<file path="src/rtl/dds_pkg.sv">
// Package: shared default sizes and the waveform kind for the generator.
// Assumes the output selection is decoded from two static control bits.
package dds_pkg;

    localparam int ACC_W_DEF = 28;
    localparam int PH_W_DEF  = 12;
    localparam int OUT_W_DEF = 10;

    typedef enum logic [1:0] {
        WV_SINE = 2'd0,
        WV_TRI  = 2'd1,
        WV_SQ   = 2'd2
    } wave_t;

    // Map the two select bits to a waveform; the unused combination gives sine.
    function automatic wave_t pick_wave(input logic msb_en, input logic tri_en);
        if (msb_en && !tri_en)      return WV_SQ;
        else if (tri_en && !msb_en) return WV_TRI;
        else                        return WV_SINE;
    endfunction

endpackage

</file>
<file path="src/rtl/dds_phase_acc.sv">
// Module: word registers, phase accumulator and phase-offset adder.
// Stage 0 is the accumulator and stage 1 the offset phase. A clear zeroes both
// stages and drops the valid flags. When run is low, both stages hold.
// Word writes are taken in every state except reset.
module dds_phase_acc #(
    parameter int ACC_W = 28,
    parameter int PH_W  = 12
) (
    input  logic             clk,
    input  logic             rst_n,
    input  logic             clear,
    input  logic             run,
    input  logic             freq_we,
    input  logic             freq_wsel,
    input  logic [ACC_W-1:0] freq_wdata,
    input  logic             phase_we,
    input  logic             phase_wsel,
    input  logic [PH_W-1:0]  phase_wdata,
    input  logic             freq_sel,
    input  logic             phase_sel,
    output logic [ACC_W-1:0] phase_o,
    output logic             valid_o
);
    localparam int SHIFT = ACC_W - PH_W;

    logic [ACC_W-1:0] freq_r [2];
    logic [PH_W-1:0]  phase_r [2];
    logic [ACC_W-1:0] acc_q;
    logic             v0_q;

    // Store programmed words; only the hardware reset clears them.
    always_ff @(posedge clk) begin
        if (!rst_n) begin
            freq_r[0]  <= '0;
            freq_r[1]  <= '0;
            phase_r[0] <= '0;
            phase_r[1] <= '0;
        end else begin
            if (freq_we)  freq_r[freq_wsel]   <= freq_wdata;
            if (phase_we) phase_r[phase_wsel] <= phase_wdata;
        end
    end

    // Advance the accumulator and form the offset phase.
    always_ff @(posedge clk) begin
        if (!rst_n || clear) begin
            acc_q   <= '0;
            v0_q    <= 1'b0;
            phase_o <= '0;
            valid_o <= 1'b0;
        end else if (run) begin
            acc_q   <= acc_q + freq_r[freq_sel];
            v0_q    <= 1'b1;
            phase_o <= acc_q + {phase_r[phase_sel], {SHIFT{1'b0}}};
            valid_o <= v0_q;
        end
    end

    a_r3_acc_flush: assert property (@(posedge clk) disable iff (!rst_n)
        clear |=> (!valid_o && phase_o == '0));

    a_r11_acc_freeze: assert property (@(posedge clk) disable iff (!rst_n)
        (!run && !clear) |=> ($stable(phase_o) && $stable(valid_o)));

endmodule

</file>
<file path="src/rtl/dds_shape.sv">
// Module: converts phase to raw waveform shapes over three stages.
// Stage a folds the phase into a quarter-wave index. Stage b reads the table.
// Stage c rebuilds the offset-binary sine and forms the triangle and the gated MSB.
// The table is built at elaboration with integer Taylor arithmetic.
// Assumes OUT_W is 10 or less, which keeps that arithmetic inside 64 bits.
module dds_shape #(
    parameter int ACC_W = 28,
    parameter int OUT_W = 10
) (
    input  logic             clk,
    input  logic             rst_n,
    input  logic             clear,
    input  logic             run,
    input  logic [ACC_W-1:0] phase_i,
    input  logic             valid_i,
    output logic [OUT_W-1:0] sine_o,
    output logic [OUT_W-1:0] tri_o,
    output logic             msb_o,
    output logic             valid_o
);
    localparam int    QW     = OUT_W - 1;
    localparam int    LUT_AW = OUT_W - 2;
    localparam int    LUT_N  = 1 << LUT_AW;
    localparam int    FX     = 30;
    localparam longint PI_FX = 64'sd3373259426;

    // Quarter-wave table: entry i = round((2^OUT_W-1)/2 * sin(pi*(2i+1)/(4*LUT_N))).
    function automatic logic [LUT_N*QW-1:0] build_quarter();
        logic [LUT_N*QW-1:0] t;
        longint x, x2, term, sum, q;
        t = '0;
        for (int i = 0; i < LUT_N; i++) begin
            x    = (longint'(2 * i + 1) * PI_FX) / longint'(4 * LUT_N);
            x2   = (x * x) >>> FX;
            term = x;
            sum  = x;
            for (int k = 1; k <= 6; k++) begin
                term = -(((term * x2) >>> FX) / longint'((2 * k) * (2 * k + 1)));
                sum  = sum + term;
            end
            q = (sum * longint'(2 * (1 << QW) - 1) + (longint'(1) <<< FX)) >>> (FX + 1);
            t[i*QW +: QW] = QW'(q);
        end
        return t;
    endfunction

    localparam logic [LUT_N*QW-1:0] QTAB = build_quarter();

    logic [1:0]        quad_a, quad_b;
    logic [LUT_AW-1:0] idx_a;
    logic [OUT_W:0]    tb_a, tb_b;
    logic [QW-1:0]     rom_b;
    logic              v_a, v_b;
    logic [OUT_W-1:0]  pidx;

    assign pidx = phase_i[ACC_W-1 -: OUT_W];

    // Stage a: split the quadrant and mirror the index in odd quadrants.
    always_ff @(posedge clk) begin
        if (!rst_n || clear) begin
            quad_a <= '0;
            idx_a  <= '0;
            tb_a   <= '0;
            v_a    <= 1'b0;
        end else if (run) begin
            quad_a <= pidx[OUT_W-1 -: 2];
            idx_a  <= pidx[OUT_W-2] ? ~pidx[LUT_AW-1:0] : pidx[LUT_AW-1:0];
            tb_a   <= phase_i[ACC_W-1 -: OUT_W+1];
            v_a    <= valid_i;
        end
    end

    // Stage b: read the quarter-wave table.
    always_ff @(posedge clk) begin
        if (!rst_n || clear) begin
            rom_b  <= '0;
            quad_b <= '0;
            tb_b   <= '0;
            v_b    <= 1'b0;
        end else if (run) begin
            rom_b  <= QTAB[int'(idx_a)*QW +: QW];
            quad_b <= quad_a;
            tb_b   <= tb_a;
            v_b    <= v_a;
        end
    end

    // Stage c: rebuild the sine sign and form the triangle and the square bit.
    always_ff @(posedge clk) begin
        if (!rst_n || clear) begin
            sine_o  <= '0;
            tri_o   <= '0;
            msb_o   <= 1'b0;
            valid_o <= 1'b0;
        end else if (run) begin
            sine_o  <= quad_b[1] ? {1'b0, ~rom_b} : {1'b1, rom_b};
            tri_o   <= tb_b[OUT_W] ? ~tb_b[OUT_W-1:0] : tb_b[OUT_W-1:0];
            msb_o   <= tb_b[OUT_W] & v_b;
            valid_o <= v_b;
        end
    end

    a_r3_shape_flush: assert property (@(posedge clk) disable iff (!rst_n)
        clear |=> !valid_o);

    a_r9_msb_gated: assert property (@(posedge clk) disable iff (!rst_n)
        msb_o |-> valid_o);

endmodule

</file>
<file path="src/rtl/dds_out_sel.sv">
// Module: waveform selection, divide-by-2 toggle and output register.
// Stage d picks the waveform and updates the toggle. Stage e registers the
// sample and shows midscale while the data is not valid. Power-down is applied
// after the register without a clock, so it acts at once.
module dds_out_sel #(
    parameter int OUT_W = 10
) (
    input  logic             clk,
    input  logic             rst_n,
    input  logic             clear,
    input  logic             run,
    input  logic [OUT_W-1:0] sine_i,
    input  logic [OUT_W-1:0] tri_i,
    input  logic             msb_i,
    input  logic             valid_i,
    input  logic             msb_en,
    input  logic             tri_en,
    input  logic             div_bypass,
    input  logic             dac_off,
    output logic [OUT_W-1:0] sample_o,
    output logic             square_o
);
    import dds_pkg::*;

    localparam logic [OUT_W-1:0] MID = {1'b1, {(OUT_W-1){1'b0}}};

    wave_t            kind;
    logic             vmsb, half_nx, sq_nx;
    logic [OUT_W-1:0] sel_nx;
    logic             msb_d, half_d, sq_d, v_d;
    logic [OUT_W-1:0] sel_d;
    logic [OUT_W-1:0] sample_q;

    // Choose the waveform and the next toggle value.
    always_comb begin
        kind    = pick_wave(msb_en, tri_en);
        vmsb    = valid_i & msb_i;
        half_nx = half_d ^ (vmsb & ~msb_d);
        sq_nx   = div_bypass ? vmsb : half_nx;
        unique case (kind)
            WV_TRI:  sel_nx = tri_i;
            WV_SQ:   sel_nx = {OUT_W{sq_nx}};
            default: sel_nx = sine_i;
        endcase
    end

    // Stage d: hold the selection, the edge detector and the toggle.
    always_ff @(posedge clk) begin
        if (!rst_n || clear) begin
            msb_d  <= 1'b0;
            half_d <= 1'b0;
            sq_d   <= 1'b0;
            sel_d  <= '0;
            v_d    <= 1'b0;
        end else if (run) begin
            msb_d  <= vmsb;
            half_d <= half_nx;
            sq_d   <= sq_nx;
            sel_d  <= sel_nx;
            v_d    <= valid_i;
        end
    end

    // Stage e: output register, midscale until data is valid.
    always_ff @(posedge clk) begin
        if (!rst_n || clear) begin
            sample_q <= MID;
            square_o <= 1'b0;
        end else if (run) begin
            sample_q <= v_d ? sel_d : MID;
            square_o <= v_d & sq_d;
        end
    end

    assign sample_o = dac_off ? '0 : sample_q;

    a_r3_midscale: assert property (@(posedge clk) disable iff (!rst_n)
        clear |=> (dac_off || (sample_o == MID && !square_o)));

    a_r11_out_hold: assert property (@(posedge clk) disable iff (!rst_n)
        (!run && !clear) |=> ($stable(sample_q) && $stable(square_o)));

    a_r9_toggle_quiet: assert property (@(posedge clk) disable iff (!rst_n)
        (run && !clear && !(vmsb && !msb_d)) |=> $stable(half_d));

endmodule

</file>
<file path="src/rtl/dds_wavegen.sv">
// Module: top of the numerically controlled waveform generator.
// Connects the phase stage, the shape stage and the output stage. The datapath
// is seven registers deep from the accumulator to the sample. The control bits
// are expected to stay static, or to change only while the clear is held.
module dds_wavegen #(
    parameter int ACC_W = dds_pkg::ACC_W_DEF,
    parameter int PH_W  = dds_pkg::PH_W_DEF,
    parameter int OUT_W = dds_pkg::OUT_W_DEF
) (
    input  logic             clk,
    input  logic             rst_n,
    input  logic             freq_we,
    input  logic             freq_wsel,
    input  logic [ACC_W-1:0] freq_wdata,
    input  logic             phase_we,
    input  logic             phase_wsel,
    input  logic [PH_W-1:0]  phase_wdata,
    input  logic             freq_sel,
    input  logic             phase_sel,
    input  logic             dp_clear,
    input  logic             clk_sleep,
    input  logic             dac_off,
    input  logic             msb_out_en,
    input  logic             tri_en,
    input  logic             msb_div_bypass,
    output logic [OUT_W-1:0] sample,
    output logic             square
);
    logic             run;
    logic [ACC_W-1:0] phase_w;
    logic             phase_v;
    logic [OUT_W-1:0] sine_w, tri_w;
    logic             msb_w, shape_v;

    assign run = ~clk_sleep;

    dds_phase_acc #(.ACC_W(ACC_W), .PH_W(PH_W)) u_acc (
        .clk(clk), .rst_n(rst_n), .clear(dp_clear), .run(run),
        .freq_we(freq_we), .freq_wsel(freq_wsel), .freq_wdata(freq_wdata),
        .phase_we(phase_we), .phase_wsel(phase_wsel), .phase_wdata(phase_wdata),
        .freq_sel(freq_sel), .phase_sel(phase_sel),
        .phase_o(phase_w), .valid_o(phase_v)
    );

    dds_shape #(.ACC_W(ACC_W), .OUT_W(OUT_W)) u_shape (
        .clk(clk), .rst_n(rst_n), .clear(dp_clear), .run(run),
        .phase_i(phase_w), .valid_i(phase_v),
        .sine_o(sine_w), .tri_o(tri_w), .msb_o(msb_w), .valid_o(shape_v)
    );

    dds_out_sel #(.OUT_W(OUT_W)) u_out (
        .clk(clk), .rst_n(rst_n), .clear(dp_clear), .run(run),
        .sine_i(sine_w), .tri_i(tri_w), .msb_i(msb_w), .valid_i(shape_v),
        .msb_en(msb_out_en), .tri_en(tri_en), .div_bypass(msb_div_bypass),
        .dac_off(dac_off), .sample_o(sample), .square_o(square)
    );

endmodule

</file>
<file path="config.mk">
export PLATFORM = sky130hd
export DESIGN_NAME = dds_wavegen
export DESIGN_NICKNAME = d
export VERILOG_FILES = /design/src/rtl/dds_pkg.sv /design/src/rtl/dds_phase_acc.sv /design/src/rtl/dds_shape.sv /design/src/rtl/dds_out_sel.sv /design/src/rtl/dds_wavegen.sv
export SDC_FILE = /design/constraint.sdc
export NUM_CORES = 1
export LEC_CHECK = 0
export ABC_AREA = 1
export BUFFER_PORTS_ARGS = -buffer_cell sky130_fd_sc_hd__buf_2
export CORE_ASPECT_RATIO = 2
export CORE_UTILIZATION = 50
export DETAILED_ROUTE_END_ITERATION = 12
export PLACE_DENSITY = 0.79
export SETUP_SLACK_MARGIN = 0.1
export SLEW_MARGIN = 20
export SYNTH_ARGS = -nofsm -noshare
export SYNTH_HDL_FRONTEND = slang
export SYNTH_SLANG_ARGS = --single-unit
</file>
<file path="constraint.sdc">
create_clock -name clk -period 3.64 [get_ports clk]
set_input_delay 0.364 -clock clk [delete_from_list [all_inputs] [get_ports clk]]
set_output_delay 0.364 -clock clk [all_outputs]
set_load 0.01 [all_outputs]
</file>
* After elaboration in Yosys (flattened, before gate mapping) *
Memories as Yosys holds them, arrays and structs flattened.
Index checks and enable logic that the tools add are counted.

storage, ports and cells
  register bits after elaboration = 150
  bits in latches = 0
  memory bits (writable) = 80
  bits in read-only memories = 0
  output and inout port bits = 11
  memories = 2

operators by class
  add/subtract/negate cells = 2
  multiply operators = 1
  divide/modulo/power cells = 0
  $lt $le $gt $ge = 0
  equality and inequality tests = 2
  shift operators = 1
  muxes and demuxes = 22
  bitwise operators = 9
  reductions and logical operators = 8

memory list
  name           words  width  rd ports  clocked after memory_dff  write ports  line                 RTL
  u_acc.freq_r   2      28     1         0                         2            dds_phase_acc.sv:26  logic [ACC_W-1:0] freq_r [2];
  u_acc.phase_r  2      12     1         0                         2            dds_phase_acc.sv:27  logic [PH_W-1:0] phase_r [2];

operators by type and width
  kind                                                                             count
  2304-bit by 32-bit indexed part select with 9-bit output (first input constant)  1
  28-bit adder                                                                     2
  10-bit 2-to-1 mux                                                                4
  28-bit 2-to-1 mux                                                                1
  28-bit OR reduction                                                              1
  10-bit one-hot mux with 2 select lines                                           1
  1-bit 2-to-1 mux                                                                 13
  8-bit by 4-bit multiplier with 12-bit output (second input constant)             1
  12-bit 2-to-1 mux                                                                1
  12-bit OR reduction                                                              1
  10-bit NOT                                                                       1
  9-bit NOT                                                                        1
  8-bit 2-to-1 mux                                                                 1
  8-bit NOT                                                                        1
  1-bit AND                                                                        4
  1-bit zero test                                                                  3
  2-bit by 1-bit equality test with 1-bit output (second input constant)           1
  2-bit equality test (second input constant)                                      1
  1-bit logical AND                                                                2
  2-bit 2-to-1 mux                                                                 1
  1-bit logical OR                                                                 1
  1-bit NOT                                                                        1
  1-bit bitwise XOR                                                                1

* Depth between registers and ports, before layout *
Gate-level depths: netlist (run 1).

  word-level depth = 6
  gate-level depth with buffers = 19

* Hierarchy *
From an unflattened synthesis (run 1), not the netlist that was laid out.

second synthesis, totals
  cells, all modules = 1992
  area total of the unflattened synthesis = 14031.0 um2

by module, submodules not included
  module         times used  cells each  area each (um2)  seq. area each (um2)
  dds_phase_acc  1           1068        8127.8           3563.4
  dds_shape      1           734         4534.3           1261.2
  dds_out_sel    1           189         1365.1           500.5
  dds_wavegen    1           1           3.8              0.0

* Least setup slack after synthesis (run 1) *
No wires, ideal clock.

  kind = input port to flip-flop
  start = in freq_sel
  end = reg u_acc.acc_q[26]
  setup time = 0.109 ns
  data arrival time = 2.637 ns
  slack = 0.894 ns
  stages on the path = 18
  cells stage by stage = buf_2 buf_1 mux2_2 ha_1 inv_1 fa_1 inv_1 nand3_1 nand2_1 nand2_1 nand2_1 nand2_1 nand2_1 nand3_1 nand3_1 nand3_1 nand2_1 inv_1

between the ends
  cells in the longest elaborated chain, start to end = 2

RTL lines
  element                 line                 RTL
  from (decl)             dds_wavegen.sv:18    input logic freq_sel,
  memory read 2 x 28 bit  -
  28-bit adder            dds_phase_acc.sv:52  acc_q <= acc_q + freq_r[freq_sel];
  to (signal assigned)    dds_phase_acc.sv:52
  to (decl)               dds_phase_acc.sv:28  logic [ACC_W-1:0] acc_q;

Every way passes these cells.
A chain may end at the register's enable or synchronous reset.

* Worst setup path after layout (run 1) *
  start = reg u_shape.idx_a[0]
  end = reg u_shape.rom_b[2]

between the ends
  cells in the longest elaborated chain, start to end = 2

RTL lines
  element                                                   line             RTL
  from (decl)                                               dds_shape.sv:50  logic [LUT_AW-1:0] idx_a;
  from (signal assigned)                                    dds_shape.sv:67  idx_a <= pidx[OUT_W-2] ? ~pidx[LUT_AW-1:0] : pidx[LUT_AW-1:0];
  8-bit by 4-bit multiplier with 12-bit output              dds_shape.sv:81  rom_b <= QTAB[int'(idx_a)*QW +: QW];
  2304-bit by 32-bit indexed part select with 9-bit output  dds_shape.sv:81
  to (signal assigned)                                      dds_shape.sv:81
  to (decl)                                                 dds_shape.sv:52  logic [QW-1:0] rom_b;

Every way passes these cells.

==> reports/metrics.csv, run 1 <==
metric,value,unit
status,finished clean,
first-pass GRT wire length,56400,um
H-tree depth,1,
CP cell instances,buf_4 > inv_1 > ha_1 > inv_1 > nand2_1 > nand2_1 > inv_1 > nand2_1 > nand4_1 > nand3_1 > nand3_1 > nand2_1 > a21oi_1,
Rows,81,
R2R Setup Slk,1.07,ns
Leakage,0.00684,uW
measured slew at the worst slew-check pin,1.11,ns
Detailed Routing Iterations Pass 1,5,
Synth-to-Final Area Change,9.94,%
chip width,114,um
"CP delay by family, top",simple AND/OR/NAND/NOR gates,
# hold bufs at CTS,0,
dominant register cell in the synthesized netlist,dfxtp_1,
Synth Register Bits,209,
Initial Util,51.0,%
pin count of the biggest net entering global routing,93,
f_max,389,MHz
RePlAce Congestion,1.02,
Post-Synthesis Cells,1783,
synthesized area per cell,7.02,um2
WP buf/inv,4,
Iter 0 DRT Violations,791,
chip height,226,um
CP startpoint kind,flop,
Final nets,1922,
"IR drop worst, VDD",0.000427,V
remaining global-route overflow,0,
Max-Slew Margin vs Limit,26.1,%
# clock sinks,209,
DIE AREA,25700,um2
FILL cells,2384,
share of post-route cells with drive strength above 1,8.48,%
RSZ-0062 raised after global routing,false,
clock slew at reported path FFs,0.07,ns
"Setup violations, final",0,
post-synth cell types,41,
I/O pins,65,
Crit Path Class,reg2reg,
setup TNS,0,ns
"area leader, netlist",dfxtp_1,
worst r2r src,u_shape.idx_a[0],
cts bufs inserted,19,
power density cells,403,nW/um2
Hold Path Origin,dp_clear,
core area,24500,um2
Inserted Diodes,0,
Post-synth ARST share,0,%
Min-Delay Endpoint,u_shape.tb_a[8],
via count,11800,
Tightest Hold Check Type,in2reg,
max incr delay on CP,0.35,ns
reg2reg end,u_shape.rom_b[2],
Final min period,2.57,ns
Max-Cap Viols,0,
Clock Latency Late Sink,0.51,ns
drt via density,5.45,
Worst Path Required,4.00,ns
GRT Util Overall,28.1,%
PostCTS Resize Cnt,0,
top post-synthesis cells by count,"nand2_1 (421), nor2_1 (272), inv_1 (230), a21oi_1 (158)",
initial antenna violation count,0,
Worst path slowest cell,ha_1,
"top cells by area, synth","dfxtp_1 (21%), edfxtp_1 (19%), nand2_1 (13%), nor2_1 (8.2%), inv_1 (6.9%)",
post-synthesis sequential area ratio,39.8,%
root buf cell,clkbuf_16,
CP max FO,10,
routed len/inst,16.6,um
"Slew Viols, Final",0,
CTS tree,yes,
Min-Delay Path Depth,4,
final hold slack,0.143,ns
WP data arrival,2.93,ns
period utilization,70.6,%
Post-Syn Nets,1890,
critical path endpoint category,flop,
DRC Markers,0,
Syn. warnings,0,
Mapped Area,12500,um2
hpwl dp,26000,um
post-CTS setup buffers,0,
Fin Clk Skew,0.0155,ns
IO buf count,64,
top-count cell post-synth,nand2_1,
reg2reg path depth,13,
vias in the first global route,11500,
Post-Route WL,35800,um
Yosys top cell area share,20.6,%
"EDFF count, synth",80,
Routed Antenna Nets,0,
Max clock buf depth,3,
endpoints failing hold,0,
Crit path top cell by count,nand2_1,
flip-flops by register name (all words and copies together) (netlist names), 11 cells and up:
name           flops
u_acc.acc_q       28
u_shape.tb_b      11
u_acc.phase_r     24
u_shape.tb_a      11
u_acc.phase_o     11
u_acc.freq_r      56
metal layers:
metal / vias up / track usage [%] / wire length, um
met3: 146 / 2.87 / 1490
met1: 5445 / 27.5 / 12600
met2: 369 / 53.7 / 19200
met4: 0 / 20.4 / 2590
li1: 5807 / - / -
met5: - / 0 / 0
cell families (layout without fill, tap and decap cells):
family / count (synthesis) / in the layout / share of synthesized area, %
XOR/XNOR: 41 / 41 / 2.87
AO/OA/AOI/OAI: 335 / 335 / 14.3
multiplexers: 26 / 26 / 2.34
flip-flops: 209 / 209 / 39.8
AND/OR/NAND/NOR: 805 / 805 / 25.5
adder cells (fa/ha/maj): 53 / 53 / 5.42
buffers and inverters: 314 / 359 / 9.70
area by class of cell:
type / count / area, um2 / area share [%]
clock buffers: 23 / 500 / 3.64
multi-input cells: 1260 / 6320 / 45.9
well taps: 332 / 415 / 3.02
clock inverters: 11 / 138 / 1.00
flip-flops and latches: 209 / 4980 / 36.2
repair buffers: 91 / 523 / 3.80
inverters: 234 / 881 / 6.40
worst max-delay path by stage:
stage,startpoint,cells past startpoint,slack [ns],end
6_report,u_shape.idx_a[0],13,1.07,u_shape.rom_b[2]
3_3_place_gp,freq_sel,13,0.70,u_acc.acc_q[19]
2_1_floorplan,freq_sel,18,0.89,u_acc.acc_q[26]
4_1_cts,u_shape.idx_a[0],13,1.10,u_shape.rom_b[2]
5_1_grt,u_acc.freq_r[1][10],12,0.96,u_acc.acc_q[19]
3_5_place_dp,freq_sel,13,0.66,u_acc.acc_q[19]
worst reg2reg max path, cell delays in order, from the launching register on:
cell     delay (ns)
dfxtp_1        0.30
buf_4          0.18
inv_1          0.33
ha_1           0.35
inv_1          0.23
nand2_1        0.20
nand2_1        0.17
inv_1          0.09
nand2_1        0.06
nand4_1        0.12
nand3_1        0.11
nand3_1        0.11
nand2_1        0.10
a21oi_1        0.07
stage by stage:
| step | area (um2) | total power, uW | utilization, % | std cells | worst slack (ns) |
|---|---|---|---|---|---|
| floorplan | 12500 | 3250 | - | 1783 | 0.894 |
| global placement | 13100 | 3490 | 53.5 | 2126 | 0.704 |
| detailed placement | 13100 | 3500 | 53.5 | 2126 | 0.660 |
| CTS | 13800 | 5580 | 56.1 | 2160 | 1.10 |
| global route | 13800 | 5770 | 56.1 | 2160 | 0.962 |
| finish | 13800 | 5550 | 56.1 | 2160 | 1.07 |
power breakdown:
part           internal (uW)  switching, uW
Clock                   1200            882
Sequential              2550           56.9
Combinational            289            574
Total                   4040           1510
layout by cell type, fill, tap and decap left out, types with 3 or more instances in the layout:
| cell | count |
|---|---|
| nand2_1 | 421 |
| nor2_1 | 272 |
| inv_1 | 230 |
| a21oi_1 | 158 |
| o21ai_0 | 129 |
| dfxtp_1 | 129 |
| nand3_1 | 82 |
| edfxtp_1 | 80 |
| buf_2 | 64 |
| ha_1 | 51 |
| xor2_1 | 36 |
| buf_4 | 27 |
| mux2_2 | 26 |
| clkbuf_16 | 19 |
| nand4_1 | 14 |
| o211ai_1 | 12 |
| o22ai_1 | 9 |
| nor3_1 | 7 |
| o21bai_1 | 5 |
| xnor2_1 | 5 |
| o2111ai_1 | 4 |
| o221ai_1 | 3 |
| clkinv_1 | 3 |
| bufinv_16 | 3 |
| clkinv_2 | 3 |
| clkbuf_1 | 3 |
No activity file was read; power rests on OpenSTA's default activity.
==> run 2: changes to the inputs <==
- clock period: 3.64 -> 2.6 ns (I/O delays scaled with it)
==> run 2 against run 1 <==
  * Combinational power is 54% higher
  * Setup slack worse by 0.90 ns
  * Design area is 4.3% higher
  * Hold slack worse by 0.086 ns
==> reports/metrics.csv, run 2 (same netlist as run 1, synthesis figures left out) <==
metric,value,unit
Synth-to-Final Area Change,14.7,%
first-pass GRT wire length,59400,um
Final Power,7980,uW
Largest regs,"u_acc.freq_r (56), u_acc.acc_q (28), u_acc.phase_r (24)",
max FFs per register,56,
remaining global-route overflow,0,
status,finished clean,
multi-input logic area,6330,um2
hpwl dp,27500,um
Detailed Routing Iterations Pass 1,5,
CP startpoint kind,flop,
DIE AREA,25700,um2
endpoints failing hold,0,
Worst Setup SP,u_shape.idx_a[3],
CP max FO,13,
# clock sinks,209,
Worst Path Required,3.00,ns
period utilization,93.3,%
initial antenna violation count,0,
root buf cell,clkbuf_16,
"commonest non-fill, non-tap cell in the layout",nand2_1,
Max-Slew Margin vs Limit,51.0,%
Initial Util,51.0,%
clock slew at reported path FFs,0.07,ns
Inserted Diodes,0,
WP data arrival,2.82,ns
Worst path slowest cell,dfxtp_1,
f_max,412,MHz
Routed Antenna Nets,0,
Crit Path Class,reg2reg,
"Slew Viols, Final",0,
Max clock buf depth,3,
worst r2r src,u_shape.idx_a[3],
"IR drop worst, VDD",0.000637,V
Post-Route WL,37000,um
Tightest Hold Check Type,in2reg,
Clock Latency Late Sink,0.51,ns
max incr delay on CP,0.68,ns
Iter 0 DRT Violations,714,
Hold Path Origin,phase_wdata[8],
WP buf/inv,4,
R2R Setup Slk,0.17,ns
Max-Cap Viols,0,
GRT Util Overall,29.7,%
share of post-route cells with drive strength above 1,12.2,%
Final nets,1993,
setup TNS,0,ns
chip height,226,um
via count,12000,
RePlAce Congestion,1.03,
critical path endpoint category,flop,
CP cell instances,inv_1 > buf_4 > nand2_1 > nand2_1 > nand2_1 > inv_1 > o311ai_0 > buf_4 > a21oi_1,
Largest Register,u_acc.freq_r,
Final min period,2.43,ns
H-tree depth,1,
Fin Clk Skew,0.0117,ns
FILL cells,2357,
Storage cell area,4980,um2
cts bufs inserted,19,
vias in the first global route,12300,
RSZ-0062 raised after global routing,true,
"CP delay by family, top",flip-flops,
Leakage,0.00718,uW
DRC Markers,0,
# hold bufs at CTS,0,
measured slew at the worst slew-check pin,0.735,ns
routed len/inst,16.6,um
IO buf count,64,
CTS tree,yes,
"Setup violations, final",0,
power density cells,556,nW/um2
I/O pins,65,
core area,24500,um2
pin count of the biggest net entering global routing,64,
Crit path top cell by count,nand2_1,
"commonest non-fill, non-tap cells in the layout","nand2_1 (420), nor2_1 (272), inv_1 (229)",
drt via density,5.39,
Rows,81,
chip width,114,um
[run 2: cell count changes in the layout (fill, tap and decap cells not counted), moves of 2 or more]
| cell | before | now |
|---|---|---|
| buf_12 | 0 | 2 |
| buf_4 | 27 | 96 |
| clkbuf_8 | 1 | 3 |
| clkinv_2 | 3 | 1 |
| clkinvlp_4 | 1 | 4 |
| o21ai_0 | 129 | 127 |
[run 2: area by class of cell]
type | instances | area share (%)
Clock buffer | 24 | 3.65
Clock inverter | 10 | 0.993
Inverter | 234 | 6.13
Multi-Input combinational cell | 1260 | 44.1
Sequential cell | 209 | 34.7
Tap cell | 332 | 2.89
Timing Repair Buffer | 162 | 7.53
[run 2: report_power, final]
part           internal, uW  leakage [uW]  switching, uW
combinational           498       0.00503            828
clock                  1740      0.000314           1260
sequential             3570       0.00184           86.5
total                  5810       0.00718           2180
[run 2: metrics by stage]
stage,std cells,utilization (%),hold WS (ns),setup WS [ns],area (um2)
after floorplan,1783,-,0.434,0.115,12500
after global placement,2196,55.7,0.445,-0.0447,13700
after detailed placement,2196,55.7,0.451,-0.0957,13700
after CTS,2230,58.5,0.0411,0.231,14300
after global routing,2231,58.5,0.0500,0.0591,14400
final,2231,58.5,0.0569,0.174,14400
[run 2: what timing repair did]
item | CTS | global route
setup buffers | 0 | 1
setup endpoints to repair | 0 | 6
gates resized for setup | 0 | 5
endpoints found under the hold margin | 0 | 0
[run 2: final timing paths]
kind / to / cells after the start
setup / recovery: u_shape.rom_b[6] / 9
hold / removal: u_acc.phase_r[0][8] / 3
setup reg to reg: u_shape.rom_b[6] / 9
hold reg to reg: u_shape.tb_b[0] / 2
[run 2: per-layer routing]
metal / GRT usage, % / vias to the layer above / wire length (um)
met4: 22.3 / 0 / 2940
met5: 0 / - / 0
met3: 2.98 / 175 / 1500
met2: 57.3 / 385 / 20000
li1: - / 5949 / -
met1: 28.4 / 5521 / 12500
[run 2: worst reg2reg max path, cell delays in order, from the launching register on]
cell	delay, ns
dfxtp_1	0.68
inv_1	0.15
buf_4	0.22
nand2_1	0.09
nand2_1	0.10
nand2_1	0.15
inv_1	0.05
o311ai_0	0.60
buf_4	0.22
a21oi_1	0.05
